--- config.mk ---
export PLATFORM = sky130hd
export DESIGN_NAME = irq_seq
export DESIGN_NICKNAME = d
export VERILOG_FILES = /design/src/rtl/irq_seq_pkg.sv /design/src/rtl/irq_arb.sv /design/src/rtl/irq_sregs.sv /design/src/rtl/irq_fsm.sv /design/src/rtl/irq_seq.sv
export SDC_FILE = /design/constraint.sdc
export NUM_CORES = 1
export LEC_CHECK = 0
export ABC_AREA = 1
export BUFFER_PORTS_ARGS = -buffer_cell sky130_fd_sc_hd__buf_2
export CORE_UTILIZATION = 45
export DETAILED_ROUTE_END_ITERATION = 10
export GPL_TIMING_DRIVEN = 0
export PLACE_DENSITY_LB_ADDON = 0.05
export SYNTH_ARGS = -nofsm -noshare
export SYNTH_HDL_FRONTEND = slang
export SYNTH_HIERARCHICAL = 1
export SYNTH_SLANG_ARGS = --single-unit
--- constraint.sdc ---
create_clock -name clk_i -period 16.1 [get_ports clk_i]
set_input_delay 0.805 -clock clk_i [delete_from_list [all_inputs] [get_ports clk_i]]
set_output_delay 0.805 -clock clk_i [all_outputs]
set_load 0.02 [all_outputs]
--- src/rtl/irq_seq_pkg.sv ---
package irq_seq_pkg;
  localparam int VEC_SHIFT = 6;

  localparam logic [1:0] SR_BASE = 2'd0;
  localparam logic [1:0] SR_EN   = 2'd1;
  localparam logic [1:0] SR_POL  = 2'd2;
  localparam logic [1:0] SR_MASK = 2'd3;

  typedef enum logic [3:0] {
    S_IDLE, S_FREQ, S_FWAIT, S_BKUP, S_HSTART, S_RUN,
    S_XDIS, S_XFREE, S_XFWAIT, S_XREST, S_XRWAIT
  } seq_state_e;
endpackage

--- src/rtl/irq_arb.sv ---
module irq_arb #(
  parameter int N  = 32,
  parameter int VW = $clog2(N)
) (
  input  logic          clk_i,
  input  logic          rst_ni,
  input  logic [N-1:0]  lines_i,
  input  logic [N-1:0]  mask_i,
  input  logic          rr_mode_i,
  input  logic          take_i,
  output logic          any_o,
  output logic [VW-1:0] win_o
);
  logic [N-1:0]  pend_q;
  logic [N-1:0]  cand;
  logic [VW-1:0] last_q;
  logic          found;
  int            idx;

  assign cand = pend_q & mask_i;

  always_comb begin
    found = 1'b0;
    win_o = '0;
    idx   = 0;
    for (int i = 0; i < N; i++) begin
      if (rr_mode_i) begin
        idx = int'(last_q) + 1 + i;
        if (idx >= N) idx = idx - N;
        if (idx >= N) idx = idx - N;
      end else begin
        idx = i;
      end
      if (!found && cand[idx]) begin
        found = 1'b1;
        win_o = idx[VW-1:0];
      end
    end
  end

  assign any_o = found;

  always_ff @(posedge clk_i or negedge rst_ni) begin
    if (!rst_ni) begin
      pend_q <= '0;
      last_q <= VW'(N - 1);
    end else begin
      pend_q <= (pend_q & ~((take_i ? {{(N-1){1'b0}}, 1'b1} : '0) << win_o)) | lines_i;
      if (take_i) last_q <= win_o;
    end
  end

  // only a pending, unmasked line can be granted
  a_r1_grant_pending: assert property (@(posedge clk_i) disable iff (!rst_ni)
    take_i |-> (pend_q[win_o] && mask_i[win_o]));

  // the accepted line is cleared unless it fires again
  a_r5_pend_cleared: assert property (@(posedge clk_i) disable iff (!rst_ni)
    (take_i && !lines_i[win_o]) |=> !pend_q[$past(win_o)]);
endmodule

--- src/rtl/irq_sregs.sv ---
module irq_sregs
  import irq_seq_pkg::*;
#(
  parameter int N  = 32,
  parameter int AW = 32,
  parameter int DW = 32
) (
  input  logic          clk_i,
  input  logic          rst_ni,
  input  logic          sr_we_i,
  input  logic [1:0]    sr_addr_i,
  input  logic [DW-1:0] sr_wdata_i,
  output logic [DW-1:0] sr_rdata_o,
  input  logic          ack_evt_i,
  input  logic          exit_evt_i,
  input  logic          restore_evt_i,
  output logic          en_o,
  output logic          rr_o,
  output logic [AW-1:0] base_o,
  output logic [N-1:0]  mask_o
);
  logic          en_q, saved_q, rr_q;
  logic [AW-1:0] base_q;
  logic [N-1:0]  mask_q;

  always_ff @(posedge clk_i or negedge rst_ni) begin
    if (!rst_ni) begin
      en_q    <= 1'b0;
      saved_q <= 1'b0;
      rr_q    <= 1'b0;
      base_q  <= '0;
      mask_q  <= '1;
    end else begin
      if (ack_evt_i) saved_q <= en_q;
      // hardware clears outrank restore, restore outranks software
      if (ack_evt_i || exit_evt_i)            en_q <= 1'b0;
      else if (restore_evt_i)                 en_q <= saved_q;
      else if (sr_we_i && sr_addr_i == SR_EN) en_q <= sr_wdata_i[0];
      if (sr_we_i) begin
        case (sr_addr_i)
          SR_BASE: base_q <= AW'(sr_wdata_i);
          SR_POL:  rr_q   <= sr_wdata_i[0];
          SR_MASK: mask_q <= N'(sr_wdata_i);
          default: ;
        endcase
      end
    end
  end

  always_comb begin
    case (sr_addr_i)
      SR_BASE: sr_rdata_o = DW'(base_q);
      SR_EN:   sr_rdata_o = DW'(en_q);
      SR_POL:  sr_rdata_o = DW'(rr_q);
      default: sr_rdata_o = DW'(mask_q);
    endcase
  end

  assign en_o   = en_q;
  assign rr_o   = rr_q;
  assign base_o = base_q;
  assign mask_o = mask_q;

  // enable rises only from a software write or an exit restore
  a_r8_en_rise_source: assert property (@(posedge clk_i) disable iff (!rst_ni)
    $rose(en_q) |-> $past(restore_evt_i || (sr_we_i && sr_addr_i == SR_EN)));
endmodule

--- src/rtl/irq_fsm.sv ---
module irq_fsm
  import irq_seq_pkg::*;
#(
  parameter int AW = 32,
  parameter int VW = 5
) (
  input  logic          clk_i,
  input  logic          rst_ni,
  input  logic          accept_i,
  input  logic [VW-1:0] vec_i,
  input  logic [AW-1:0] base_i,
  input  logic          fetch_done_i,
  input  logic          exit_req_i,
  input  logic          free_done_i,
  input  logic          restore_done_i,
  output logic          idle_o,
  output logic          exit_evt_o,
  output logic          restore_evt_o,
  output logic          fetch_start_o,
  output logic [AW-1:0] fetch_addr_o,
  output logic          backup_start_o,
  output logic          handler_start_o,
  output logic          free_start_o,
  output logic          restore_start_o
);
  seq_state_e    state_q, state_d;
  logic [AW-1:0] addr_q;

  always_comb begin
    state_d = state_q;
    unique case (state_q)
      S_IDLE:   if (accept_i) state_d = S_FREQ;
      S_FREQ:   state_d = S_FWAIT;
      S_FWAIT:  if (fetch_done_i) state_d = S_BKUP;
      S_BKUP:   state_d = S_HSTART;
      S_HSTART: state_d = S_RUN;
      S_RUN:    if (exit_req_i) state_d = S_XDIS;
      S_XDIS:   state_d = S_XFREE;
      S_XFREE:  state_d = S_XFWAIT;
      S_XFWAIT: if (free_done_i) state_d = S_XREST;
      S_XREST:  state_d = S_XRWAIT;
      S_XRWAIT: if (restore_done_i) state_d = S_IDLE;
      default:  state_d = S_IDLE;
    endcase
  end

  always_ff @(posedge clk_i or negedge rst_ni) begin
    if (!rst_ni) begin
      state_q <= S_IDLE;
      addr_q  <= '0;
    end else begin
      state_q <= state_d;
      if (accept_i) addr_q <= base_i + (AW'(vec_i) << VEC_SHIFT);
    end
  end

  assign idle_o          = state_q == S_IDLE;
  assign exit_evt_o      = state_q == S_RUN && exit_req_i;
  assign restore_evt_o   = state_q == S_XRWAIT && restore_done_i;
  assign fetch_start_o   = state_q == S_FREQ;
  assign fetch_addr_o    = addr_q;
  assign backup_start_o  = state_q == S_BKUP;
  assign handler_start_o = state_q == S_HSTART;
  assign free_start_o    = state_q == S_XFREE;
  assign restore_start_o = state_q == S_XREST;

  // save starts only after the fetch reported done
  a_r7_backup_after_fetch: assert property (@(posedge clk_i) disable iff (!rst_ni)
    backup_start_o |-> $past(fetch_done_i));
  // handler starts right after the save started
  a_r7_handler_after_backup: assert property (@(posedge clk_i) disable iff (!rst_ni)
    handler_start_o |-> $past(backup_start_o));
  // restore follows a released frame
  a_r9_restore_after_free: assert property (@(posedge clk_i) disable iff (!rst_ni)
    restore_start_o |-> $past(free_done_i));
  // at most one handshake start at a time
  a_r9_one_start: assert property (@(posedge clk_i) disable iff (!rst_ni)
    $onehot0({fetch_start_o, backup_start_o, handler_start_o, free_start_o, restore_start_o}));
endmodule

--- src/rtl/irq_seq.sv ---
module irq_seq
  import irq_seq_pkg::*;
#(
  parameter int N  = 32,
  parameter int AW = 32,
  parameter int DW = 32,
  localparam int VW = $clog2(N)
) (
  input  logic          clk_i,
  input  logic          rst_ni,
  input  logic [N-1:0]  irq_lines_i,
  output logic          irq_req_o,
  output logic [VW-1:0] irq_vec_o,
  input  logic          irq_ack_i,
  output logic          fetch_start_o,
  output logic [AW-1:0] fetch_addr_o,
  input  logic          fetch_done_i,
  output logic          backup_start_o,
  output logic          handler_start_o,
  input  logic          exit_req_i,
  output logic          free_start_o,
  input  logic          free_done_i,
  output logic          restore_start_o,
  input  logic          restore_done_i,
  input  logic          sr_we_i,
  input  logic [1:0]    sr_addr_i,
  input  logic [DW-1:0] sr_wdata_i,
  output logic [DW-1:0] sr_rdata_o
);
  logic          en, rr, any, idle, accept, exit_evt, restore_evt;
  logic [AW-1:0] base;
  logic [N-1:0]  mask;
  logic [VW-1:0] win;

  assign irq_req_o = en && idle && any;
  assign irq_vec_o = win;
  assign accept    = irq_req_o && irq_ack_i;

  irq_arb #(.N(N), .VW(VW)) u_arb (
    .clk_i, .rst_ni, .lines_i(irq_lines_i), .mask_i(mask), .rr_mode_i(rr),
    .take_i(accept), .any_o(any), .win_o(win)
  );

  irq_sregs #(.N(N), .AW(AW), .DW(DW)) u_sregs (
    .clk_i, .rst_ni, .sr_we_i, .sr_addr_i, .sr_wdata_i, .sr_rdata_o,
    .ack_evt_i(accept), .exit_evt_i(exit_evt), .restore_evt_i(restore_evt),
    .en_o(en), .rr_o(rr), .base_o(base), .mask_o(mask)
  );

  irq_fsm #(.AW(AW), .VW(VW)) u_fsm (
    .clk_i, .rst_ni, .accept_i(accept), .vec_i(win), .base_i(base),
    .fetch_done_i, .exit_req_i, .free_done_i, .restore_done_i,
    .idle_o(idle), .exit_evt_o(exit_evt), .restore_evt_o(restore_evt),
    .fetch_start_o, .fetch_addr_o, .backup_start_o, .handler_start_o,
    .free_start_o, .restore_start_o
  );

  // acceptance drops the request and starts the fetch next cycle
  a_r5_accept_effect: assert property (@(posedge clk_i) disable iff (!rst_ni)
    accept |=> (!irq_req_o && fetch_start_o && !en));
  // frame release happens with interrupts disabled
  a_r9_free_while_disabled: assert property (@(posedge clk_i) disable iff (!rst_ni)
    $rose(free_start_o) |-> !en);
  // no request outside the idle state
  a_r2_req_only_idle: assert property (@(posedge clk_i) disable iff (!rst_ni)
    irq_req_o |-> !(fetch_start_o || backup_start_o || handler_start_o ||
                    free_start_o || restore_start_o));
endmodule

==> results of run 1 <==
final timing paths:
path,start,endpoint,slack (ns),cells past startpoint
worst max register to register,u_arb/last_q[0]$_DFFE_PN1P_,u_fsm/fetch_addr_o[30]$_DFFE_PN0P_,8.22,44
worst max-delay path,u_arb/last_q[0]$_DFFE_PN1P_,u_fsm/fetch_addr_o[30]$_DFFE_PN0P_,8.22,44
min in group clk_i,u_fsm/fetch_addr_o[5]$_DFFE_PN0P_,u_fsm/fetch_addr_o[5]$_DFFE_PN0P_,0.47,2
max in group asynchronous,rst_ni,u_sregs/mask_o[4]$_DFFE_PN1P_,14.90,2
worst min-delay path,rst_ni,u_fsm/fetch_addr_o[23]$_DFFE_PN0P_,0.36,1
worst min register to register,u_fsm/fetch_addr_o[5]$_DFFE_PN0P_,u_fsm/fetch_addr_o[5]$_DFFE_PN0P_,0.47,2
final cells by class:
cell class              count  area (µm²)  area share (%)
flip-flops and latches    140        3550            25.6
repair buffers            149         774            5.58
well taps                 335         419            3.02
clock buffers              19         433            3.12
multi-input cells        1502        7180            51.7
clock inverters            13         156            1.13
inverters                 255         963            6.95
plain buffers              62         398            2.87
cells by family (layout without fill, tap and decap cells):
group,Yosys count,after routing,share of synthesized area (%)
adders and majority gates,13,13,1.41
and+or+nand+nor,1252,1252,45.5
xor gates and xnor gates,4,4,0.290
DFF,140,140,29.4
buffers and inverters,317,498,11.3
AOI/OAI and AO/OA,233,233,12.2
stage by stage:
stage	area [µm²]	utilization (%)	setup slack [ns]	power (µW)	cells
detailed placement	13300	50.7	8.56	2590	2443
global route	13900	52.9	7.76	3290	2475
global placement	13200	50.5	8.49	2580	2442
CTS	13900	52.9	8.51	3010	2475
finish	13900	52.9	8.22	3060	2475
floorplan	12100	-	10.29	1920	1959
sequential cells by signal, summed over array words and instances (netlist names):
name,cells
u_arb/last_q,5
u_arb/pend_q,32
u_fsm/fetch_addr_o,32
u_fsm/state_q,4
u_sregs/base_o,32
u_sregs/en_o,1
u_sregs/mask_o,32
u_sregs/rr_o,1
u_sregs/saved_q,1
layer usage:
layer | vias to the layer above | track usage [%]
met3 | 57 | 3.34
li1 | 6600 | -
met5 | - | 0
met2 | 625 | 56.2
met4 | 0 | 7.76
met1 | 6421 | 49.0
synthesized netlist by cell type (9+ instances only):
cell type | number | area share (%)
sky130_fd_sc_hd__dfrtp_1 | 103 | 21
sky130_fd_sc_hd__buf_6 | 11 | 1.0
sky130_fd_sc_hd__buf_4 | 12 | 0.75
sky130_fd_sc_hd__nor2_1 | 138 | 4.3
sky130_fd_sc_hd__inv_2 | 21 | 0.65
sky130_fd_sc_hd__o21ai_0 | 43 | 1.8
sky130_fd_sc_hd__ha_1 | 12 | 1.2
sky130_fd_sc_hd__nand2_1 | 787 | 24
sky130_fd_sc_hd__nand3b_1 | 13 | 0.81
sky130_fd_sc_hd__nand4_2 | 9 | 0.93
sky130_fd_sc_hd__a31oi_1 | 12 | 0.62
sky130_fd_sc_hd__nand4_1 | 58 | 3.0
sky130_fd_sc_hd__a22o_1 | 31 | 2.2
sky130_fd_sc_hd__buf_2 | 30 | 1.2
sky130_fd_sc_hd__nor3_1 | 13 | 0.54
sky130_fd_sc_hd__o21ai_2 | 34 | 2.5
sky130_fd_sc_hd__dfstp_2 | 37 | 8.0
sky130_fd_sc_hd__o21ai_1 | 66 | 2.7
sky130_fd_sc_hd__nor2_2 | 19 | 0.98
sky130_fd_sc_hd__nand3_1 | 173 | 7.2
sky130_fd_sc_hd__inv_1 | 228 | 7.1
sky130_fd_sc_hd__nand2_2 | 12 | 0.62
sky130_fd_sc_hd__nor2_4 | 9 | 0.84
sky130_fd_sc_hd__a21oi_1 | 37 | 1.5
power by group through the flow:
stage	clock network (µW)	logic, µW	registers (µW)
floorplan	0	1390	530
global placement	0	2070	511
detailed placement	0	2080	512
CTS	415	2090	507
global route	428	2340	518
finish	407	2150	509
worst register-to-register path, delay by kind of cell (launching register included):
| family | cells | cell delay (ns) |
|---|---|---|
| AND/OR/NAND/NOR | 32 | 4.47 |
| buffers and inverters | 8 | 1.24 |
| adder cells (fa/ha/maj) | 3 | 1.16 |
| flip-flops | 1 | 0.67 |
| AO/OA/AOI/OAI | 1 | 0.23 |
==> impl_results.html, run 1 <==
<table>
<tr><th>Metric</th><th>Value</th></tr>
<tr><th colspan="2">Status</th></tr>
<tr><td>Outcome</td><td>finished, violations left</td></tr>
<tr><td>Violated checks</td><td>DRC</td></tr>
<tr><th colspan="2">GRT</th></tr>
<tr><td>Tot GR Track Use</td><td>34.3%</td></tr>
<tr><td>Vias in the first global route</td><td>12,696</td></tr>
<tr><td>Antenna violations before repair</td><td>0</td></tr>
<tr><td>Final global-route overflow total</td><td>0</td></tr>
<tr><td>Maximum number of pins on one net before global-route repair</td><td>81</td></tr>
<tr><td>First-pass GRT wire length</td><td>72.6 mm</td></tr>
<tr><th colspan="2">Clocking</th></tr>
<tr><td>CTS Hold Buffers Added</td><td>0</td></tr>
<tr><td>Buffers inserted during post-CTS setup optimization</td><td>0</td></tr>
<tr><td>Root buffer cell</td><td>sky130_fd_sc_hd__clkbuf_16</td></tr>
<tr><td>Number of buffers on the longest clock path</td><td>2</td></tr>
<tr><td>TritonCTS Buffers</td><td>17</td></tr>
<tr><td>Cells resized by post-CTS repair</td><td>0</td></tr>
<tr><td>Clock Pin Slew Worst Setup and Hold Paths</td><td>0.07 ns</td></tr>
<tr><td>Clock insertion delay at the later pin of the skew report</td><td>0.43 ns</td></tr>
<tr><td>H-tree lvl count</td><td>4</td></tr>
<tr><td>TritonCTS clock tree</td><td>built</td></tr>
<tr><td># clock sinks</td><td>140</td></tr>
<tr><th colspan="2">Route</th></tr>
<tr><td>Met3 Wirelength</td><td>3.55 mm</td></tr>
<tr><td>Final routed DRC violation total</td><td>4</td></tr>
<tr><td>1st-pass router iterations</td><td>11</td></tr>
<tr><td>Post-route ant nets</td><td>0</td></tr>
<tr><td>DRT met1 WL</td><td>21.4 mm</td></tr>
<tr><td>Vias after detailed routing</td><td>13,703</td></tr>
<tr><td>Top Metal Used</td><td>met4</td></tr>
<tr><td>Vias per Instance</td><td>5.54</td></tr>
<tr><td>Average wire per standard cell</td><td>19.0 µm</td></tr>
<tr><td>Iter 0 DRT Violations</td><td>1,458</td></tr>
<tr><td>Routed met2 length</td><td>21.3 mm</td></tr>
<tr><td>Final wirelength</td><td>47.1 mm</td></tr>
<tr><th colspan="2">Pwr</th></tr>
<tr><td>Relative contribution of the clock network to total power</td><td>13.3%</td></tr>
<tr><td>Cell-internal power</td><td>1240 µW</td></tr>
<tr><td>Relative contribution of combinational cells to total power</td><td>70.1%</td></tr>
<tr><td>P per Cell Area</td><td>221 nW/µm²</td></tr>
<tr><td>Sequential share of power</td><td>16.6%</td></tr>
<tr><td>Power spent charging and discharging nets</td><td>1820 µW</td></tr>
<tr><td>Sw Share</td><td>59.5%</td></tr>
<tr><td>Static Leakage</td><td>0.00765 µW</td></tr>
<tr><td>Peak supply drop</td><td>0.0964 mV</td></tr>
<tr><th colspan="2">Critical path</th></tr>
<tr><td>Worst-path maximum fanout</td><td>9</td></tr>
<tr><td>Slowest cell on crit path</td><td>sky130_fd_sc_hd__dfstp_2</td></tr>
<tr><td>Required arrival time at the worst endpoint</td><td>16.41 ns</td></tr>
<tr><td>Family with the most delay on the worst path</td><td>simple AND/OR/NAND/NOR gates</td></tr>
<tr><td>Worst endpoint data arrival time</td><td>8.19 ns</td></tr>
<tr><td>Cell occurring most often along the worst timing path</td><td>sky130_fd_sc_hd__nand2_1</td></tr>
<tr><td>Buffers &amp; Inverters on Critical Path</td><td>8</td></tr>
<tr><td>Critical path class</td><td>reg -&gt; reg</td></tr>
<tr><td>Kind of capture point of the worst setup path</td><td>register</td></tr>
<tr><td>Kind of launch point of the worst setup path</td><td>register</td></tr>
<tr><td>Largest stage delay on the critical path</td><td>0.67 ns</td></tr>
<tr><th colspan="2">Timing</th></tr>
<tr><td>Slew at the pin closest to its max-slew limit</td><td>0.974 ns</td></tr>
<tr><td>Final setup viols</td><td>0</td></tr>
<tr><td>Fin Hold WS</td><td>0.355 ns</td></tr>
<tr><td>Total count of max-transition violations in the final report</td><td>0</td></tr>
<tr><td>Final Skew</td><td>0.0231 ns</td></tr>
<tr><td>Unrepaired setup endpoints after global routing</td><td>no</td></tr>
<tr><td>Highest clock frequency the design can meet</td><td>127 MHz</td></tr>
<tr><td>Post-route clock period utilization</td><td>49.0%</td></tr>
<tr><td>Hold Vio Cnt, Final</td><td>0</td></tr>
<tr><td>Clock period minus final worst setup slack</td><td>7.88 ns</td></tr>
<tr><td>Final TNS setup</td><td>0 ns</td></tr>
<tr><td>Relative slew slack</td><td>34.7%</td></tr>
<tr><th colspan="2">Placement</th></tr>
<tr><td>Placer's final routability congestion estimate</td><td>0.997</td></tr>
<tr><td>Count of input and output buffers</td><td>148</td></tr>
<tr><td>Final HPWL from detailed placement</td><td>37.7 mm</td></tr>
<tr><th colspan="2">Layout</th></tr>
<tr><td>Commonest non-fill, non-tap cell in the layout</td><td>sky130_fd_sc_hd__nand2_1</td></tr>
<tr><td>Final net count</td><td>2,214</td></tr>
<tr><td>Share of layout cells above drive strength 1</td><td>18.5%</td></tr>
<tr><td>Most used cells in the layout excluding fill and tap cells</td><td>sky130_fd_sc_hd__nand2_1, sky130_fd_sc_hd__inv_1, sky130_fd_sc_hd__buf_2</td></tr>
<tr><td>Post-synthesis to final-layout area growth</td><td>14.8%</td></tr>
<tr><td>Final antenna diode count</td><td>0</td></tr>
<tr><td>Filler cell count</td><td>2,774</td></tr>
<tr><th colspan="2">Synthesis</th></tr>
<tr><td>Netlist Area Pre-Place</td><td>12,100 µm²</td></tr>
<tr><td>Number of warning messages in the yosys log</td><td>6</td></tr>
<tr><td>Gate Count Post-Synth</td><td>1,959</td></tr>
<tr><td>Avg Cell Area, Syn</td><td>6.17 µm²</td></tr>
<tr><td>Top_reg_cell synth</td><td>sky130_fd_sc_hd__dfrtp_1</td></tr>
<tr><td>Flops &amp; latches, synth</td><td>140</td></tr>
<tr><td>Synth async-reset ratio</td><td>100%</td></tr>
<tr><td>Synth unique cells</td><td>47</td></tr>
<tr><td>Post-Synthesis Net Count</td><td>2,046</td></tr>
<tr><td>Sequential area share after synthesis</td><td>29.4%</td></tr>
<tr><td>Number of flops mapped to enable cells by yosys</td><td>0</td></tr>
<tr><th colspan="2">Worst hold path</th></tr>
<tr><td>Type of the tightest min-delay check</td><td>in -&gt; async</td></tr>
<tr><th colspan="2">Floorplanning</th></tr>
<tr><td>Number of placement rows</td><td>59</td></tr>
<tr><td>Initial standard-cell utilization of the core</td><td>46.1%</td></tr>
<tr><td>Die span in y</td><td>166 µm</td></tr>
<tr><td>Area of the placeable core</td><td>26,200 µm²</td></tr>
<tr><td>I/O pin cnt</td><td>149</td></tr>
<tr><td>Die width</td><td>166 µm</td></tr>
<tr><td>Area enclosed by the die boundary</td><td>27,500 µm²</td></tr>
<tr><th colspan="2">Flow run</th></tr>
<tr><td>Maxcap violations</td><td>0</td></tr>
</table>
Note: power is estimated with default switching activity, not from simulation.
==> run 2: changes to the inputs <==
--- a/config.mk
+++ b/config.mk
@@ -5,7 +5,7 @@
 export SDC_FILE = /design/constraint.sdc
 export NUM_CORES = 1
 export LEC_CHECK = 0
-export ABC_AREA = 1
+export ABC_AREA = 0
 export BUFFER_PORTS_ARGS = -buffer_cell sky130_fd_sc_hd__buf_2
 export CORE_UTILIZATION = 45
 export DETAILED_ROUTE_END_ITERATION = 10
==> constraint.sdc (replaced) <==
create_clock -name clk_i -period 6.3 [get_ports clk_i]
set_input_delay 0.315 -clock clk_i [delete_from_list [all_inputs] [get_ports clk_i]]
set_output_delay 0.315 -clock clk_i [all_outputs]
set_load 0.02 [all_outputs]
==> run 2 against run 1 <==
  * The flow finishes with violations (setup timing)
  * Critical path depth is 15 lower
  * Core utilization grew 9.0 points
  * Register-to-register slack got worse by 8.2 ns
  * Highest routed layer is now met5
  * Sequential share of layout area fell by 6.2 points
  * Die area rose by 12%
  * Final cell count shrank 10%
  * First-iteration DRC count grew 2.7%
  * Non-clock buffer count increased by 185
  * Global-route usage is 5.3 points higher
  * Worst hold slack got worse by 0.23 ns
  * Final area up 32%
  * Clock skew is 0.0037 ns lower
==> impl_results.html, run 2 <==
<table>
<tr><th>Metric</th><th>Value</th></tr>
<tr><th colspan="2">Status</th></tr>
<tr><td>Outcome</td><td>finished, violations left (unchanged)</td></tr>
<tr><td>Violated checks</td><td>setup timing (was DRC)</td></tr>
<tr><th colspan="2">Synthesis</th></tr>
<tr><td>Synth unique cells</td><td>113 (was 47)</td></tr>
<tr><td>Post-Synthesis Net Count</td><td>1,581 (was 2,046)</td></tr>
<tr><td>Number of warning messages in the yosys log</td><td>6 (unchanged)</td></tr>
<tr><td>Avg Cell Area, Syn</td><td>9.06 µm² (was 6.17 µm²)</td></tr>
<tr><td>Netlist Area Pre-Place</td><td>13,500 µm² (was 12,100 µm²)</td></tr>
<tr><td>Largest area contributor in the netlist</td><td>sky130_fd_sc_hd__dfrtp_1 (was sky130_fd_sc_hd__nand2_1)</td></tr>
<tr><td>Flops &amp; latches, synth</td><td>140 (unchanged)</td></tr>
<tr><td>Most common cell in the synthesized netlist</td><td>sky130_fd_sc_hd__nor2_1 (was sky130_fd_sc_hd__nand2_1)</td></tr>
<tr><td>Sequential area share after synthesis</td><td>26.2% (was 29.4%)</td></tr>
<tr><td>Post-synth top cells</td><td>sky130_fd_sc_hd__nor2_1, sky130_fd_sc_hd__mux2i_1, sky130_fd_sc_hd__mux2_2 (was sky130_fd_sc_hd__nand2_1, sky130_fd_sc_hd__inv_1, sky130_fd_sc_hd__nand3_1)</td></tr>
<tr><td>Top_reg_cell synth</td><td>sky130_fd_sc_hd__dfrtp_1 (unchanged)</td></tr>
<tr><td>Most area-consuming cells after synthesis</td><td>sky130_fd_sc_hd__dfrtp_1, sky130_fd_sc_hd__mux2_2, sky130_fd_sc_hd__mux2i_1 (was sky130_fd_sc_hd__nand2_1, sky130_fd_sc_hd__dfrtp_1, sky130_fd_sc_hd__dfstp_2)</td></tr>
<tr><td>Synth async-reset ratio</td><td>100% (unchanged)</td></tr>
<tr><td>Number of flops mapped to enable cells by yosys</td><td>0 (unchanged)</td></tr>
<tr><td>Post-synth top area share</td><td>19.0% (was 24.4%)</td></tr>
<tr><td>Gate Count Post-Synth</td><td>1,494 (was 1,959)</td></tr>
<tr><th colspan="2">Placement</th></tr>
<tr><td>Final HPWL from detailed placement</td><td>46.4 mm (was 37.7 mm)</td></tr>
<tr><td>Post-placement worst setup slack</td><td>-2.42 ns (was 8.56 ns)</td></tr>
<tr><td>Placer's final routability congestion estimate</td><td>1.04 (was 0.997)</td></tr>
<tr><td>Count of input and output buffers</td><td>147 (was 148)</td></tr>
<tr><td>Area of placed instances</td><td>14,900 µm² (was 13,300 µm²)</td></tr>
<tr><th colspan="2">Critical path</th></tr>
<tr><td>Largest stage delay on the critical path</td><td>0.61 ns (was 0.67 ns)</td></tr>
<tr><td>Slowest cell on crit path</td><td>sky130_fd_sc_hd__dfstp_2 (unchanged)</td></tr>
<tr><td>Cell occurring most often along the worst timing path</td><td>sky130_fd_sc_hd__buf_4 (was sky130_fd_sc_hd__nand2_1)</td></tr>
<tr><td>Kind of capture point of the worst setup path</td><td>register (unchanged)</td></tr>
<tr><td>Critical path class</td><td>reg -&gt; reg (unchanged)</td></tr>
<tr><td>Required arrival time at the worst endpoint</td><td>6.60 ns (was 16.41 ns)</td></tr>
<tr><td>Origin of the worst setup path</td><td>u_arb/last_q[0]$_DFFE_PN1P_ (unchanged)</td></tr>
<tr><td>Worst-path maximum fanout</td><td>7 (was 9)</td></tr>
<tr><td>Beginning of the worst register-to-register path</td><td>u_arb/last_q[0]$_DFFE_PN1P_ (unchanged)</td></tr>
<tr><td>Worst endpoint data arrival time</td><td>6.61 ns (was 8.19 ns)</td></tr>
<tr><td>Kind of launch point of the worst setup path</td><td>register (unchanged)</td></tr>
<tr><th colspan="2">Clocking</th></tr>
<tr><td>Clock Pin Slew Worst Setup and Hold Paths</td><td>0.07 ns (about the same)</td></tr>
<tr><td>TritonCTS Buffers</td><td>17 (unchanged)</td></tr>
<tr><td>H-tree lvl count</td><td>4 (unchanged)</td></tr>
<tr><td>Root buffer cell</td><td>sky130_fd_sc_hd__clkbuf_16 (unchanged)</td></tr>
<tr><td>Number of buffers on the longest clock path</td><td>2 (unchanged)</td></tr>
<tr><td>TritonCTS clock tree</td><td>built (unchanged)</td></tr>
<tr><td># clock sinks</td><td>140 (unchanged)</td></tr>
<tr><td>Clock insertion delay at the later pin of the skew report</td><td>0.43 ns (about the same)</td></tr>
<tr><th colspan="2">Route</th></tr>
<tr><td>Final routed DRC violation total</td><td>0 (was 4)</td></tr>
<tr><td>Final wirelength</td><td>62.2 mm (was 47.1 mm)</td></tr>
<tr><td>Vias per Instance</td><td>6.70 (was 5.54)</td></tr>
<tr><td>Iter 0 DRT Violations</td><td>1,497 (was 1,458)</td></tr>
<tr><td>Average wire per standard cell</td><td>28.0 µm (was 19.0 µm)</td></tr>
<tr><td>Vias after detailed routing</td><td>14,875 (was 13,703)</td></tr>
<tr><td>Post-route ant nets</td><td>0 (unchanged)</td></tr>
<tr><td>1st-pass router iterations</td><td>8 (was 11)</td></tr>
<tr><th colspan="2">Timing</th></tr>
<tr><td>Relative slew slack</td><td>45.8% (was 34.7%)</td></tr>
<tr><td>Final worst setup slack</td><td>-0.00720 ns (was 8.22 ns)</td></tr>
<tr><td>Total count of max-transition violations in the final report</td><td>0 (unchanged)</td></tr>
<tr><td>Highest clock frequency the design can meet</td><td>159 MHz (was 127 MHz)</td></tr>
<tr><td>Final TNS setup</td><td>-0.00720 ns (was 0 ns)</td></tr>
<tr><td>Slew at the pin closest to its max-slew limit</td><td>0.791 ns (was 0.974 ns)</td></tr>
<tr><td>Final setup viols</td><td>1 (was 0)</td></tr>
<tr><td>Final Skew</td><td>0.0194 ns (was 0.0231 ns)</td></tr>
<tr><td>Post-route clock period utilization</td><td>100% (was 49.0%)</td></tr>
<tr><td>Clock period minus final worst setup slack</td><td>6.31 ns (was 7.88 ns)</td></tr>
<tr><td>Hold Vio Cnt, Final</td><td>0 (unchanged)</td></tr>
<tr><th colspan="2">Floorplanning</th></tr>
<tr><td>I/O pin cnt</td><td>149 (unchanged)</td></tr>
<tr><td>Die width</td><td>175 µm (was 166 µm)</td></tr>
<tr><td>Area enclosed by the die boundary</td><td>30,800 µm² (was 27,500 µm²)</td></tr>
<tr><td>Number of placement rows</td><td>63 (was 59)</td></tr>
<tr><td>Area of the placeable core</td><td>29,600 µm² (was 26,200 µm²)</td></tr>
<tr><td>Initial standard-cell utilization of the core</td><td>45.7% (was 46.1%)</td></tr>
<tr><td>Die span in y</td><td>175 µm (was 166 µm)</td></tr>
<tr><th colspan="2">Layout</th></tr>
<tr><td>Share of layout cells above drive strength 1</td><td>45.5% (was 18.5%)</td></tr>
<tr><td>Area of all placed cells without fillers</td><td>18,300 µm² (was 13,900 µm²)</td></tr>
<tr><td>Commonest non-fill, non-tap cell in the layout</td><td>sky130_fd_sc_hd__buf_2 (was sky130_fd_sc_hd__nand2_1)</td></tr>
<tr><td>Filler cell count</td><td>2,565 (was 2,774)</td></tr>
<tr><td>Final net count</td><td>1,902 (was 2,214)</td></tr>
<tr><td>Most used cells in the layout excluding fill and tap cells</td><td>sky130_fd_sc_hd__buf_2, sky130_fd_sc_hd__buf_4, sky130_fd_sc_hd__nor2_1 (was sky130_fd_sc_hd__nand2_1, sky130_fd_sc_hd__inv_1, sky130_fd_sc_hd__buf_2)</td></tr>
<tr><td>Post-synthesis to final-layout area growth</td><td>35.5% (was 14.8%)</td></tr>
<tr><th colspan="2">GRT</th></tr>
<tr><td>Antenna violations before repair</td><td>3 (was 0)</td></tr>
<tr><td>Layer carrying the most global-route usage</td><td>met2 (unchanged)</td></tr>
<tr><td>First-pass GRT wire length</td><td>90.2 mm (was 72.6 mm)</td></tr>
<tr><td>Tot GR Track Use</td><td>39.6% (was 34.3%)</td></tr>
<tr><td>Met3 capacity usage during global routing</td><td>7.10% (was 3.34%)</td></tr>
<tr><td>Final global-route overflow total</td><td>0 (unchanged)</td></tr>
<tr><td>Vias in the first global route</td><td>14,261 (was 12,696)</td></tr>
<tr><td>Global-route track usage on met2</td><td>65.2% (was 56.2%)</td></tr>
<tr><td>Met1 capacity usage during global routing</td><td>47.3% (was 49.0%)</td></tr>
<tr><td>Maximum number of pins on one net before global-route repair</td><td>78 (was 81)</td></tr>
<tr><th colspan="2">Worst hold path</th></tr>
<tr><td>Worst hold path startpoint</td><td>sr_wdata_i[10]</td></tr>
<tr><td>Type of the tightest min-delay check</td><td>in -&gt; reg (was in -&gt; async)</td></tr>
<tr><th colspan="2">Flow run</th></tr>
<tr><td>Maxcap violations</td><td>0 (unchanged)</td></tr>
</table>
[run 2: cell count changes after synthesis, sizes merged, moves of 64 or more]
cell,before,now
o21ai,143,79
nand2,804,106
mux2i,0,116
nand3,180,35
inv,251,24
mux2,0,112
[run 2: worst max-delay path, delay by kind of cell (launching register included)]
kind	cells	cell delay, ns
xor+xnor	2	0.53
simple gates	6	1.05
compound gates	8	1.48
buf+inv	10	1.49
mux	1	0.34
flops	1	0.61
fa+ha+maj	2	0.64
[run 2: metal layers]
metal	vias up	share of wire, %
li1	6401	-
met1	7348	38
met2	903	47
met3	221	8.3
met4	2	6.8
met5	-	0.021
[run 2: cells by family after synthesis]
| logic type | after synthesis | synth area share, % |
|---|---|---|
| AOI/OAI and AO/OA | 440 | 22.7 |
| xor gates and xnor gates | 32 | 2.97 |
| adders and majority gates | 13 | 1.26 |
| buffers and inverters | 118 | 4.82 |
| DFF | 140 | 26.2 |
| muxes | 255 | 22.5 |
| and+or+nand+nor | 496 | 19.5 |
[run 2: final cells by class]
type / count / area [µm²] / share of cell area (%)
well taps: 390 / 488 / 2.66
plain buffers: 84 / 727 / 3.96
flip-flops and latches: 140 / 3550 / 19.3
clock buffers: 18 / 429 / 2.34
inverters: 24 / 104 / 0.566
diodes: 1 / 2.50 / 0.0136
clock inverters: 14 / 124 / 0.675
repair buffers: 312 / 2090 / 11.4
multi-input cells: 1236 / 10800 / 59.0
[run 2: timing repair]
action / in CTS / in global routing
setup buffers: 94 / 67
endpoints found under the hold margin: 42 / 0
hold buffers: 1 / 0
pin swaps: 55 / 57
resized for setup: 241 / 156
cloned: 1 / 1
setup endpoints to repair: 78 / 24
[run 2: worst paths after layout]
check	to	cells after the start	slack, ns
max in group asynchronous	u_sregs/mask_o[3]$_DFFE_PN1P_	3	5.01
max	u_fsm/fetch_addr_o[26]$_DFFE_PN0P_	29	-0.007
min in group asynchronous	u_fsm/fetch_addr_o[27]$_DFFE_PN0P_	2	0.45
max reg2reg	u_fsm/fetch_addr_o[26]$_DFFE_PN0P_	29	-0.007
min reg2reg	u_arb/pend_q[28]$_DFF_PN0_	1	0.50
min	u_sregs/base_o[10]$_DFFE_PN0P_	2	0.13
[run 2: through the flow]
step / instances / util [%] / hold slack, ns
CTS: 2156 / 58.2 / 0.116
finish: 2219 / 61.9 / 0.129
detailed placement: 2033 / 50.2 / 0.351
global placement: 2031 / 50.1 / 0.484
global route: 2218 / 61.9 / 0.132
floorplan: 1494 / - / 0.0194
Power of run 2 is left out: the tool's default activity adds up to more than one toggle a clock period on the data nets, which glitch-free logic cannot reach.
==> run 3: changes to the inputs <==
--- a/config.mk
+++ b/config.mk
@@ -5,11 +5,11 @@
 export SDC_FILE = /design/constraint.sdc
 export NUM_CORES = 1
 export LEC_CHECK = 0
-export ABC_AREA = 0
+export ABC_AREA = 1
 export BUFFER_PORTS_ARGS = -buffer_cell sky130_fd_sc_hd__buf_2
 export CORE_UTILIZATION = 45
 export DETAILED_ROUTE_END_ITERATION = 10
-export GPL_TIMING_DRIVEN = 0
+export GPL_TIMING_DRIVEN = 1
 export PLACE_DENSITY_LB_ADDON = 0.05
 export SYNTH_ARGS = -nofsm -noshare
 export SYNTH_HDL_FRONTEND = slang
==> constraint.sdc (replaced) <==
create_clock -name clk_i -period 6.6 [get_ports clk_i]
set_input_delay 0.33 -clock clk_i [delete_from_list [all_inputs] [get_ports clk_i]]
set_output_delay 0.33 -clock clk_i [all_outputs]
set_load 0.02 [all_outputs]
==> run 3 against run 2 <==
  * The flow finishes with violations (DRC)
  * First-iteration DRC count decreased by 20%
  * Via count decreased by 6.5%
  * Die area decreased by 11%
  * Largest cell class unchanged
  * Non-clock buffer count decreased by 103
  * Core utilization decreased by 5.2 points
  * Worst hold slack got worse by 0.054 ns
  * Routed wire length decreased by 25%
  * Count of clock-buffer cells in the layout decreased by 1
  * Highest routed layer is now met4
  * Maximum frequency about the same
  * Final cell count increased by 15%
  * Setup slack improved by 0.30 ns
  * Sequential share of layout area increased by 4.5 points
==> impl_results.html, run 3 (synthesis gave the netlist of run 1 again) <==
<table>
<tr><th>Metric</th><th>Value</th></tr>
<tr><th colspan="2">Placement</th></tr>
<tr><td>Count of input and output buffers</td><td>148 (was 147)</td></tr>
<tr><td>Placer's final routability congestion estimate</td><td>1.09 (was 1.04)</td></tr>
<tr><td>Final HPWL from detailed placement</td><td>36.0 mm (was 46.4 mm)</td></tr>
<tr><td>Post-placement worst setup slack</td><td>0.108 ns (was -2.42 ns)</td></tr>
<tr><th colspan="2">Clocking</th></tr>
<tr><td>TritonCTS clock tree</td><td>built (unchanged)</td></tr>
<tr><td>TritonCTS Buffers</td><td>17 (unchanged)</td></tr>
<tr><td>Clock insertion delay at the later pin of the skew report</td><td>0.43 ns (about the same)</td></tr>
<tr><td>Root buffer cell</td><td>sky130_fd_sc_hd__clkbuf_16 (unchanged)</td></tr>
<tr><td>Clock Pin Slew Worst Setup and Hold Paths</td><td>0.08 ns (was 0.07 ns)</td></tr>
<tr><td># clock sinks</td><td>140 (unchanged)</td></tr>
<tr><td>H-tree lvl count</td><td>4 (unchanged)</td></tr>
<tr><td>Number of buffers on the longest clock path</td><td>2 (unchanged)</td></tr>
<tr><th colspan="2">Critical path</th></tr>
<tr><td>Worst-path maximum fanout</td><td>10 (was 7)</td></tr>
<tr><td>R2R Setup Slk</td><td>0.29 ns (was -0.007 ns)</td></tr>
<tr><td>Worst endpoint data arrival time</td><td>6.63 ns (was 6.61 ns)</td></tr>
<tr><td>Largest stage delay on the critical path</td><td>0.62 ns (was 0.61 ns)</td></tr>
<tr><td>Buffers &amp; Inverters on Critical Path</td><td>7 (was 10)</td></tr>
<tr><td>Kind of launch point of the worst setup path</td><td>register (unchanged)</td></tr>
<tr><td>Required arrival time at the worst endpoint</td><td>6.92 ns (was 6.60 ns)</td></tr>
<tr><td>Critical path class</td><td>reg -&gt; reg (unchanged)</td></tr>
<tr><td>Slowest cell on crit path</td><td>sky130_fd_sc_hd__dfstp_2 (unchanged)</td></tr>
<tr><td>Family with the most delay on the worst path</td><td>simple AND/OR/NAND/NOR gates (was buffers and inverters)</td></tr>
<tr><td>Kind of capture point of the worst setup path</td><td>register (unchanged)</td></tr>
<tr><td>Cell occurring most often along the worst timing path</td><td>sky130_fd_sc_hd__nand2_1 (was sky130_fd_sc_hd__buf_4)</td></tr>
<tr><th colspan="2">Status</th></tr>
<tr><td>Outcome</td><td>finished, violations left (unchanged)</td></tr>
<tr><td>Violated checks</td><td>DRC (was setup timing)</td></tr>
<tr><th colspan="2">GRT</th></tr>
<tr><td>Tot GR Track Use</td><td>33.4% (was 39.6%)</td></tr>
<tr><td>First-pass GRT wire length</td><td>70.8 mm (was 90.2 mm)</td></tr>
<tr><td>Vias in the first global route</td><td>12,735 (was 14,261)</td></tr>
<tr><td>Maximum number of pins on one net before global-route repair</td><td>76 (was 78)</td></tr>
<tr><td>Final global-route overflow total</td><td>0 (unchanged)</td></tr>
<tr><td>Antenna violations before repair</td><td>0 (was 3)</td></tr>
<tr><th colspan="2">Layout</th></tr>
<tr><td>Final net count</td><td>2,298 (was 1,902)</td></tr>
<tr><td>Most used cells in the layout excluding fill and tap cells</td><td>sky130_fd_sc_hd__nand2_1, sky130_fd_sc_hd__inv_1, sky130_fd_sc_hd__nand3_1 (was sky130_fd_sc_hd__buf_2, sky130_fd_sc_hd__buf_4, sky130_fd_sc_hd__nor2_1)</td></tr>
<tr><td>Filler cell count</td><td>2,688 (was 2,565)</td></tr>
<tr><td>Commonest non-fill, non-tap cell in the layout</td><td>sky130_fd_sc_hd__nand2_1 (was sky130_fd_sc_hd__buf_2)</td></tr>
<tr><td>Post-synthesis to final-layout area growth</td><td>23.0% (was 35.5%)</td></tr>
<tr><td>Final cell utilization of the core</td><td>56.7% (was 61.9%)</td></tr>
<tr><td>Share of layout cells above drive strength 1</td><td>24.0% (was 45.5%)</td></tr>
<tr><td>Final antenna diode count</td><td>0 (was 1)</td></tr>
<tr><th colspan="2">Floorplanning</th></tr>
<tr><td>I/O pin cnt</td><td>149 (unchanged)</td></tr>
<tr><td>Number of placement rows</td><td>59 (was 63)</td></tr>
<tr><td>Area of the placeable core</td><td>26,200 µm² (was 29,600 µm²)</td></tr>
<tr><td>Area enclosed by the die boundary</td><td>27,500 µm² (was 30,800 µm²)</td></tr>
<tr><td>Initial standard-cell utilization of the core</td><td>46.1% (was 45.7%)</td></tr>
<tr><td>Die span in y</td><td>166 µm (was 175 µm)</td></tr>
<tr><td>Die width</td><td>166 µm (was 175 µm)</td></tr>
<tr><th colspan="2">Timing</th></tr>
<tr><td>Clock period minus final worst setup slack</td><td>6.31 ns (about the same)</td></tr>
<tr><td>Hold Vio Cnt, Final</td><td>0 (unchanged)</td></tr>
<tr><td>Final TNS setup</td><td>0 ns (was -0.00720 ns)</td></tr>
<tr><td>Total count of max-transition violations in the final report</td><td>0 (unchanged)</td></tr>
<tr><td>Final worst setup slack</td><td>0.294 ns (was -0.00720 ns)</td></tr>
<tr><td>Relative slew slack</td><td>28.7% (was 45.8%)</td></tr>
<tr><td>Post-route clock period utilization</td><td>95.5% (was 100%)</td></tr>
<tr><td>Final setup viols</td><td>0 (was 1)</td></tr>
<tr><td>Slew at the pin closest to its max-slew limit</td><td>1.07 ns (was 0.791 ns)</td></tr>
<tr><td>Final Skew</td><td>0.0232 ns (was 0.0194 ns)</td></tr>
<tr><td>Highest clock frequency the design can meet</td><td>159 MHz (about the same)</td></tr>
<tr><th colspan="2">Pwr</th></tr>
<tr><td>Static Leakage</td><td>0.00817 µW</td></tr>
<tr><td>Peak supply drop</td><td>0.289 mV</td></tr>
<tr><td>P per Cell Area</td><td>552 nW/µm²</td></tr>
<tr><th colspan="2">Flow run</th></tr>
<tr><td>Maxcap violations</td><td>0 (unchanged)</td></tr>
<tr><th colspan="2">Route</th></tr>
<tr><td>Final routed DRC violation total</td><td>4 (was 0)</td></tr>
<tr><td>Final wirelength</td><td>46.7 mm (was 62.2 mm)</td></tr>
<tr><td>Vias per Instance</td><td>5.43 (was 6.70)</td></tr>
<tr><td>Post-route ant nets</td><td>0 (unchanged)</td></tr>
<tr><td>Vias after detailed routing</td><td>13,907 (was 14,875)</td></tr>
<tr><td>Average wire per standard cell</td><td>18.3 µm (was 28.0 µm)</td></tr>
<tr><td>Iter 0 DRT Violations</td><td>1,191 (was 1,497)</td></tr>
<tr><td>1st-pass router iterations</td><td>9 (was 8)</td></tr>
<tr><th colspan="2">Worst hold path</th></tr>
<tr><td>Type of the tightest min-delay check</td><td>in -&gt; reg (unchanged)</td></tr>
</table>
[run 3: cell count changes in the layout (fill, tap and decap cells not counted), sizes merged, moves of 64 or more]
cell and delta:
nand2 +699, buf -67, inv +227, mux2i -116, o21ai +64, nand3 +145, mux2 -112
[run 3: final timing paths]
check / end / cells past startpoint / start
setup / recovery: u_fsm/fetch_addr_o[30]$_DFFE_PN0P_ / 44 / u_arb/last_q[0]$_DFFE_PN1P_
hold / removal: u_arb/pend_q[21]$_DFF_PN0_ / 3 / irq_lines_i[21]
setup reg to reg: u_fsm/fetch_addr_o[30]$_DFFE_PN0P_ / 44 / u_arb/last_q[0]$_DFFE_PN1P_
hold reg to reg: u_arb/pend_q[22]$_DFF_PN0_ / 2 / u_arb/pend_q[22]$_DFF_PN0_
max in group asynchronous: u_sregs/base_o[12]$_DFFE_PN0P_ / 3 / rst_ni
min in group asynchronous: u_sregs/base_o[21]$_DFFE_PN0P_ / 2 / rst_ni
[run 3: power breakdown]
part	internal, µW	switching (µW)	leakage [µW]	total [µW]
clock network	541	454	0.000287	995
registers	1070	184	0.00157	1260
logic	1940	4010	0.00632	5950
[run 3: area by class of cell]
| cell class | instances | area, µm² | area share (%) |
|---|---|---|---|
| multi-input combinational | 1503 | 7360 | 49.6 |
| sequential | 140 | 3550 | 23.9 |
| timing repair buffer | 293 | 1930 | 13.0 |
| tap | 335 | 419 | 2.82 |
| clock buffer | 17 | 425 | 2.86 |
| clock inverter | 15 | 170 | 1.15 |
| inverter | 255 | 996 | 6.70 |
| timing repair inverter | 1 | 8.76 | 0.0589 |
[run 3: repair_timing]
item	CTS	global route
hold endpoints to repair	47	0
resized for setup	0	75
setup endpoints to repair	0	39
hold buffers	1	0
buffers inserted	0	35
[run 3: worst reg2reg max path, delay by kind of cell, from the launching register on]
| family | cells | cell delay, ns |
|---|---|---|
| AO/OA/AOI/OAI | 1 | 0.20 |
| adder cells (fa/ha/maj) | 3 | 0.72 |
| buffers and inverters | 7 | 0.77 |
| flip-flops | 1 | 0.62 |
| AND/OR/NAND/NOR | 33 | 3.88 |
[run 3: metal layers]
layer  vias up  part of all wire [%]  GRT usage (%)
met3        73                   8.5           5.67
met5         -                     0              0
met1      6472                    44           46.0
met4         0                   2.6           10.5
li1       6774                     -              -
met2       588                    45           53.3
[run 3: stage by stage]
stage,power [µW],area [µm²],hold WS [ns],std cells
2_1_floorplan,4690,12100,0.0344,1959
3_3_place_gp,6690,13700,0.349,2488
3_5_place_dp,6700,13700,0.352,2488
4_1_cts,7720,14300,0.0688,2521
5_1_grt,8790,14900,0.0764,2559
6_report,8200,14900,0.0742,2559
